===== src/rtl/pkt_regs_pkg.sv =====
package pkt_regs_pkg;
   typedef enum logic [1:0] {
      PG_MAIN = 2'b00,
      PG_ADDR = 2'b01,
      PG_VIEW = 2'b10,
      PG_RSVD = 2'b11
   } page_e;

   localparam int OFS_CMD    = 0;
   localparam int OFS_TXPG   = 4;
   localparam int OFS_STAT   = 7;
   localparam int OFS_RXCFG  = 12;
   localparam int OFS_TXCFG  = 13;
   localparam int OFS_DATCFG = 14;
   localparam int OFS_MASK   = 15;

   localparam int CMD_STOP    = 0;
   localparam int CMD_START   = 1;
   localparam int CMD_TXREQ   = 2;
   localparam int CMD_DMA_LO  = 3;
   localparam int CMD_DMA_W   = 3;
   localparam int CMD_PAGE_LO = 6;

   localparam int STAT_OVW = 4;
endpackage


===== src/rtl/pkt_cmd_unit.sv =====
module pkt_cmd_unit #(
   parameter int DW = 8
) (
   input  logic          clk,
   input  logic          rst_n,
   input  logic          cr_we,
   input  logic [DW-1:0] wdata,
   input  logic          tx_end,
   input  logic          xfer_busy,
   output logic [DW-1:0] cr_q,
   output logic          in_rst,
   output logic          start_cmd,
   output logic          rst_entry
);
   import pkt_regs_pkg::*;

   localparam logic [DW-1:0] CR_RESET = DW'(1) << CMD_STOP;

   logic txreq_d;

   assign start_cmd = cr_we & wdata[CMD_START] & ~wdata[CMD_STOP];
   // leave the online state only when no transfer is still running
   assign rst_entry = ~in_rst & cr_q[CMD_STOP] & ~xfer_busy & ~start_cmd;
   assign txreq_d   = (cr_we & wdata[CMD_TXREQ]) | (cr_q[CMD_TXREQ] & ~tx_end);

   always_ff @(posedge clk or negedge rst_n) begin
      if (!rst_n) begin
         cr_q   <= CR_RESET;
         in_rst <= 1'b1;
      end else begin
         if (cr_we) cr_q <= wdata;
         cr_q[CMD_TXREQ] <= txreq_d;
         in_rst <= ~start_cmd & (in_rst | rst_entry);
      end
   end
endmodule


===== src/rtl/pkt_irq_unit.sv =====
module pkt_irq_unit #(
   parameter int NEV = 7
) (
   input  logic           clk,
   input  logic           rst_n,
   input  logic [NEV-1:0] ev,
   input  logic           w1c_we,
   input  logic           imr_we,
   input  logic [NEV-1:0] wbits,
   input  logic           rst_set,
   input  logic           rst_clr,
   output logic [NEV:0]   isr_q,
   output logic [NEV-1:0] imr_q,
   output logic           irq
);
   logic rst_flag_q;

   for (genvar gi = 0; gi < NEV; gi++) begin : g_stat
      logic bit_q;
      always_ff @(posedge clk or negedge rst_n) begin
         if (!rst_n) bit_q <= 1'b0;
         else        bit_q <= ev[gi] | (bit_q & ~(w1c_we & wbits[gi]));
      end
      assign isr_q[gi] = bit_q;
   end

   always_ff @(posedge clk or negedge rst_n) begin
      if (!rst_n)       rst_flag_q <= 1'b1;
      else if (rst_set) rst_flag_q <= 1'b1;
      else if (rst_clr) rst_flag_q <= 1'b0;
   end
   assign isr_q[NEV] = rst_flag_q;

   always_ff @(posedge clk or negedge rst_n) begin
      if (!rst_n) begin
         imr_q <= '0;
         irq   <= 1'b0;
      end else begin
         if (imr_we) imr_q <= wbits;
         irq <= |(isr_q[NEV-1:0] & imr_q);
      end
   end
endmodule


===== src/rtl/pkt_dma_decode.sv =====
module pkt_dma_decode (
   input  logic [2:0] dma_f,
   output logic       dma_rd,
   output logic       dma_wr,
   output logic       dma_send,
   output logic       dma_abort
);
   always_comb begin
      dma_rd    = 1'b0;
      dma_wr    = 1'b0;
      dma_send  = 1'b0;
      dma_abort = dma_f[2];
      if (!dma_f[2]) begin
         unique case (dma_f[1:0])
            2'b01:   dma_rd   = 1'b1;
            2'b10:   dma_wr   = 1'b1;
            2'b11:   dma_send = 1'b1;
            default: ;
         endcase
      end
   end
endmodule


===== src/rtl/pkt_cfg_bank.sv =====
module pkt_cfg_bank
   import pkt_regs_pkg::*;
#(
   parameter int DW = 8,
   parameter int AW = 4
) (
   input  logic          clk,
   input  logic          rst_n,
   input  page_e         page,
   input  logic [AW-1:0] addr,
   input  logic          we,
   input  logic [DW-1:0] wdata,
   output logic [DW-1:0] scr_rdata,
   output logic [DW-1:0] cfg_rdata
);
   localparam int NREG = 2 ** AW;
   localparam int NCFG = 4;
   localparam int CFG_OFS [NCFG] = '{OFS_TXPG, OFS_RXCFG, OFS_TXCFG, OFS_DATCFG};

   logic [DW-1:0] scr_q [NREG];
   logic [DW-1:0] cfg_q [NCFG];
   logic main_we, addr_we;

   assign main_we = we & (page == PG_MAIN);
   assign addr_we = we & (page == PG_ADDR) & (addr != '0);

   always_ff @(posedge clk or negedge rst_n) begin
      if (!rst_n) begin
         for (int i = 0; i < NREG; i++) scr_q[i] <= '0;
      end else if (addr_we) begin
         scr_q[addr] <= wdata;
      end
   end
   assign scr_rdata = scr_q[addr];

   for (genvar gc = 0; gc < NCFG; gc++) begin : g_cfg
      always_ff @(posedge clk or negedge rst_n) begin
         if (!rst_n) cfg_q[gc] <= '0;
         else if (main_we && addr == AW'(CFG_OFS[gc])) cfg_q[gc] <= wdata;
      end
   end

   always_comb begin
      cfg_rdata = '0;
      for (int i = 0; i < NCFG; i++)
         if (addr == AW'(CFG_OFS[i])) cfg_rdata = cfg_q[i];
   end
endmodule


===== src/rtl/pkt_host_regs.sv =====
module pkt_host_regs #(
   parameter int DW  = 8,
   parameter int AW  = 4,
   parameter int NEV = 7
) (
   input  logic           clk,
   input  logic           rst_n,
   input  logic [AW-1:0]  host_addr,
   input  logic [DW-1:0]  host_wdata,
   input  logic           host_wr,
   output logic [DW-1:0]  host_rdata,
   input  logic [NEV-1:0] ev_pulse,
   input  logic           tx_end,
   input  logic           xfer_busy,
   input  logic           ring_pop,
   output logic           irq,
   output logic           online,
   output logic           tx_req,
   output logic           dma_rd,
   output logic           dma_wr,
   output logic           dma_send,
   output logic           dma_abort
);
   import pkt_regs_pkg::*;

   if (DW != 8) begin : g_bad_dw
      $error("pkt_host_regs: DW must be 8");
   end
   if (AW != 4) begin : g_bad_aw
      $error("pkt_host_regs: AW must be 4");
   end
   if (NEV + 1 != DW) begin : g_bad_nev
      $error("pkt_host_regs: NEV must be DW-1");
   end

   logic [DW-1:0]  cr_q;
   logic [NEV:0]   isr_q;
   logic [NEV-1:0] imr_q;
   logic [DW-1:0]  scr_rdata, cfg_rdata;
   logic           in_rst, start_cmd, rst_entry;
   logic           cr_we, w1c_we, imr_we;
   page_e          page;

   assign page   = page_e'(cr_q[CMD_PAGE_LO +: 2]);
   assign cr_we  = host_wr & (host_addr == AW'(OFS_CMD));
   assign w1c_we = host_wr & (page == PG_MAIN) & (host_addr == AW'(OFS_STAT));
   assign imr_we = host_wr & (page == PG_MAIN) & (host_addr == AW'(OFS_MASK));

   pkt_cmd_unit #(.DW(DW)) u_cmd (
      .clk(clk), .rst_n(rst_n), .cr_we(cr_we), .wdata(host_wdata),
      .tx_end(tx_end), .xfer_busy(xfer_busy), .cr_q(cr_q),
      .in_rst(in_rst), .start_cmd(start_cmd), .rst_entry(rst_entry)
   );

   pkt_irq_unit #(.NEV(NEV)) u_irq (
      .clk(clk), .rst_n(rst_n), .ev(ev_pulse), .w1c_we(w1c_we),
      .imr_we(imr_we), .wbits(host_wdata[NEV-1:0]),
      .rst_set(rst_entry | ev_pulse[STAT_OVW]),
      .rst_clr(start_cmd | ring_pop),
      .isr_q(isr_q), .imr_q(imr_q), .irq(irq)
   );

   pkt_dma_decode u_dma (
      .dma_f(cr_q[CMD_DMA_LO +: CMD_DMA_W]), .dma_rd(dma_rd), .dma_wr(dma_wr),
      .dma_send(dma_send), .dma_abort(dma_abort)
   );

   pkt_cfg_bank #(.DW(DW), .AW(AW)) u_bank (
      .clk(clk), .rst_n(rst_n), .page(page), .addr(host_addr),
      .we(host_wr), .wdata(host_wdata),
      .scr_rdata(scr_rdata), .cfg_rdata(cfg_rdata)
   );

   assign online = ~in_rst;
   assign tx_req = cr_q[CMD_TXREQ];

   always_comb begin
      host_rdata = '0;
      if (host_addr == AW'(OFS_CMD)) begin
         host_rdata = cr_q;
      end else begin
         unique case (page)
            PG_MAIN: if (host_addr == AW'(OFS_STAT)) host_rdata = isr_q;
            PG_ADDR: host_rdata = scr_rdata;
            PG_VIEW: host_rdata = (host_addr == AW'(OFS_MASK)) ? {1'b0, imr_q} : cfg_rdata;
            default: host_rdata = '0;
         endcase
      end
   end
endmodule


===== config.mk =====
export PLATFORM = sky130hd
export DESIGN_NAME = pkt_host_regs
export DESIGN_NICKNAME = d
export VERILOG_FILES = /design/src/rtl/pkt_regs_pkg.sv /design/src/rtl/pkt_cmd_unit.sv /design/src/rtl/pkt_irq_unit.sv /design/src/rtl/pkt_dma_decode.sv /design/src/rtl/pkt_cfg_bank.sv /design/src/rtl/pkt_host_regs.sv
export SDC_FILE = /design/constraint.sdc
export NUM_CORES = 1
export LEC_CHECK = 0
export ABC_AREA = 1
export CORE_AREA = 8 8 184 186
export CTS_BUF_LIST = sky130_fd_sc_hd__clkbuf_2
export CTS_CLUSTER_DIAMETER = 60
export DETAILED_ROUTE_END_ITERATION = 6
export DIE_AREA = 0 0 192 194
export GPL_TIMING_DRIVEN = 0
export PLACE_DENSITY = 0.5
export RECOVER_POWER = 100
export SYNTH_ARGS = -nofsm -noshare
export SYNTH_HDL_FRONTEND = slang
export SYNTH_HIERARCHICAL = 1
export SYNTH_SLANG_ARGS = --single-unit

===== constraint.sdc =====
create_clock -name clk -period 1.5 [get_ports clk]
set_input_delay 0.225 -clock clk [delete_from_list [all_inputs] [get_ports clk]]
set_output_delay 0.225 -clock clk [all_outputs]
set_load 0.03 [all_outputs]

==> results by group <==
Timing
  • Final Skew: 59.0 ps
  • Achievable frequency: 373 MHz
  • Slew headroom: 21.9%
  • Final setup violation count: 279
  • Min cycle time layout: ~2700 ps
  • Setup TNS: -62100 ps
  • Tcrit/Tclk final: 179%
  • Worst Tran Pin Value: 1170 ps
  • WHS: 57.4 ps
  • Unrepaired setup endpoints after global routing: true
  • Final hold vios: 0
  • Max Slew Vio Count: 0
  • Worst setup margin: -1180 ps

Synth
  • Async S/R FF share, synth: between 90% and 100%
  • Seq cells post-synth: 185
  • Top cells by area, synth: dfrtp_1 50%, nand2_1 26%, o21ai_1 8.0%, inv_1 2.9%, nand2_2 1.8%
  • Yosys top cell area share: approximately half
  • Synthesized area per cell: 7.43 um^2
  • Sequential area share after synthesis: between 50% and 60%
  • Synth Net Count: 1259
  • Synth Warn #: 6
  • Synth Flop Type: dfrtp_1
  • Post-synth EDFFs: 0
  • Mapped Area: about 9200 um^2
  • Most frequent cell after synthesis: nand2_1
  • Distinct cells, synth: 27
  • Commonest cells post-synth: 623 x nand2_1, 182 x dfrtp_1, 146 x o21ai_1
  • Most area-hungry cell type in the Yosys netlist: dfrtp_1
  • Mapped Cells: 1234

Place
  • Placed Instance Area: 10300 um^2
  • I/O Buffers: 39
  • Dpl cells: between 1500 and 2000
  • Final Wtd Congestion: 0.854
  • HPWL after DPL: 19900 um

Critical path
  • Endpoint class of the critical path: primary output
  • Worst Path Max Fanout: 10
  • WS Path Type: in -> out
  • FF-to-FF setup slack: -320 ps
  • Worst R2R End: u_bank/scr_q[38]
  • Worst setup SP type: input port
  • Worst path arrival time: 2450 ps
  • R2R cell count: 11
  • Reg2reg start: u_cmd/cr_q[7]
  • Required @ worst endpoint: 1270 ps

Worst hold path
  • HP Class: in -> reg
  • Hold path start: host_wdata[4]
  • Hold path depth: 3
  • Sink of the worst hold path: u_irq/g_stat[4].bit_q

Floorplanning
  • CORE AREA: ~31000 um^2
  • Die W: 192 um
  • Initial Utilization: a little under 30%
  • Top Ports: 40
  • Die span in y: 194 um
  • Die area: 37200 um^2
  • Row Count: between 60 and 70

GRT
  • Pin count of the biggest net entering global routing: 99
  • All-Layer GR Usage: 16.0%
  • M2 GR Usage: 25.4%
  • Initial antenna violation count: 1
  • Total grt overflow: 0
  • GR Layer Usage met3: 2.12%
  • Global-route wire length before repair: around 46000 um
  • GR Layer Usage met1: 22.5%
  • Busiest grt layer: met2
  • Number of global-route vias before repair: 8212

Power and ir drop
  • Final Power: around 13 mW
  • Logic pwr share: 28.5%
  • Maximum vdd drop: about 0.53 mV
  • Int Pwr: slightly above 8 mW
  • NetSw: between 4 and 5 mW
  • Clock power frac: approximately 22%
  • Switching Share: 37.6%
  • PwrDens: 1030 nW/um^2
  • P_leak: between 6 and 7 nW
  • Register share of total power: 50.0%

CTS
  • CTS root buf: clkbuf_2
  • Clock sinks: ~190
  • CTS buffer count: 17
  • Worst-path clk slew: ~320 ps
  • CTS tree: yes
  • Skew-Pair Late Insertion Delay: 830 ps
  • Clk buf depth: 2
  • H-tree Lvls: 4

Cells and area
  • Share of cells above drive strength 1: 32.4%
  • Final nets: 1417
  • Final non-filler cell total: between 1500 and 2000
  • Area grow syn2layout: 39.0%
  • Design area: about 13000 um^2
  • FILL cells: about 3200

Status
  • Failing checks: negative setup slack
  • Status: finished with violations

Routing
  • Final ANT Viol Nets: 0
  • # DRC: 0
  • DRT iter0 DRCs: 595
  • Pre-antenna DRT Iters: 7
  • DR vias/cell: 4.68
  • Via count: 8458
  • Drt wl/cell: 16.8 um
  • DRT Wirelength: 30300 um

Job
  • Max Cap Viol: 0
-- layout make-up --
type	instances	area [um^2]	area share, %
multi-input combinational	900	4780	37.5
sequential	185	4640	36.4
timing repair buffer	138	1600	12.6
buffer	70	618	4.85
tap	402	503	3.95
inverter	80	313	2.46
clock inverter	15	195	1.53
clock buffer	17	85.1	0.668
antenna	1	2.50	0.0196
-- per-layer routing --
metal	part of all wire (%)	wire (um)	vias to the layer above
met5	0	0	-
met4	1.5	446	0
met3	3.1	925	29
met2	48	14500	137
met1	48	14400	4134
li1	-	-	4158
-- state kept, by name, indices dropped and copies added, names as in the netlist --
signal              cells
u_bank/scr_q          128
u_bank/cfg_q           32
u_irq/rst_flag_q        1
u_cmd/in_rst            1
u_irq/imr_q             7
u_irq/irq               1
u_irq/g_stat.bit_q      7
u_cmd/cr_q              8
-- cells by family after synthesis --
family | after synthesis | synth area share [%]
and+or+nand+nor | 723 | 31.9
AOI/OAI and AO/OA | 175 | 10.0
buffers and inverters | 151 | 7.49
DFF | 185 | 50.6
-- critical path, stage by stage --
cell	delay, ps
clkdlybuf4s50_1	680
nand2_2	230
inv_2	240
buf_4	260
nand2_1	70
nand2_1	70
inv_1	40
nand2_1	60
inv_1	40
nor2_1	130
nor2_1	60
nand2_1	90
nand2_2	80
nand2_4	70
buf_6	120
-- cells in the final DEF, fill, tap and decap left out, drive strengths merged --
cell	Yosys	routed
a21o	7	7
a21oi	1	1
buf	52	138
clkbuf	19	48
clkdlybuf4s50	0	22
clkinv	1	8
clkinvlp	0	1
dfrtp	182	182
dfstp	3	3
diode	0	1
dlygate4sd2	0	1
dlygate4sd3	0	16
inv	79	86
nand2	650	651
nand3	12	12
nand4	9	9
nor2	47	48
nor3	3	3
o21ai	166	166
o21bai	1	1
or2	2	2
-- per-stage QoR --
stage | worst slack, ps | utilization, %
6_report | -1180 | 41.0
5_1_grt | -1330 | 41.0
4_1_cts | -1170 | 36.7
3_5_place_dp | -1960 | 33.0
3_3_place_gp | -8070 | 32.9
2_1_floorplan | 1.09 | -
-- how the worst max path moves through the flow --
stage,startpoint,endpoint,slack (ps)
finish,host_addr[2],host_rdata[3],-1180
floorplan,host_addr[0],host_rdata[6],1
CTS,u_bank/scr_q[48],host_rdata[0],-1170
detailed placement,host_addr[0],host_rdata[4],-1960
global placement,rst_n,u_bank/cfg_q[28],-8070
global route,u_bank/scr_q[73],host_rdata[1],-1330
-- power by group through the flow --
stage / Sequential, mW / Combinational (mW) / Clock (mW)
detailed placement: 6.58 / 2.73 / 0
floorplan: 6.43 / 1.87 / 0
CTS: 6.47 / 3.10 / 2.93
global route: 6.67 / 4.15 / 3.13
global placement: 6.56 / 2.68 / 0
finish: 6.55 / 3.74 / 2.82
-- repair_timing --
item                                   4_1_cts  5_1_grt
buffers inserted                            34       34
hold buffers                                15        1
endpoints found under the hold margin      195        1
setup endpoints to repair                  182      243
pin swaps                                   48       63
gates resized for setup                    218      242
cloned                                       5       13
(Power assumes the default switching activity.)
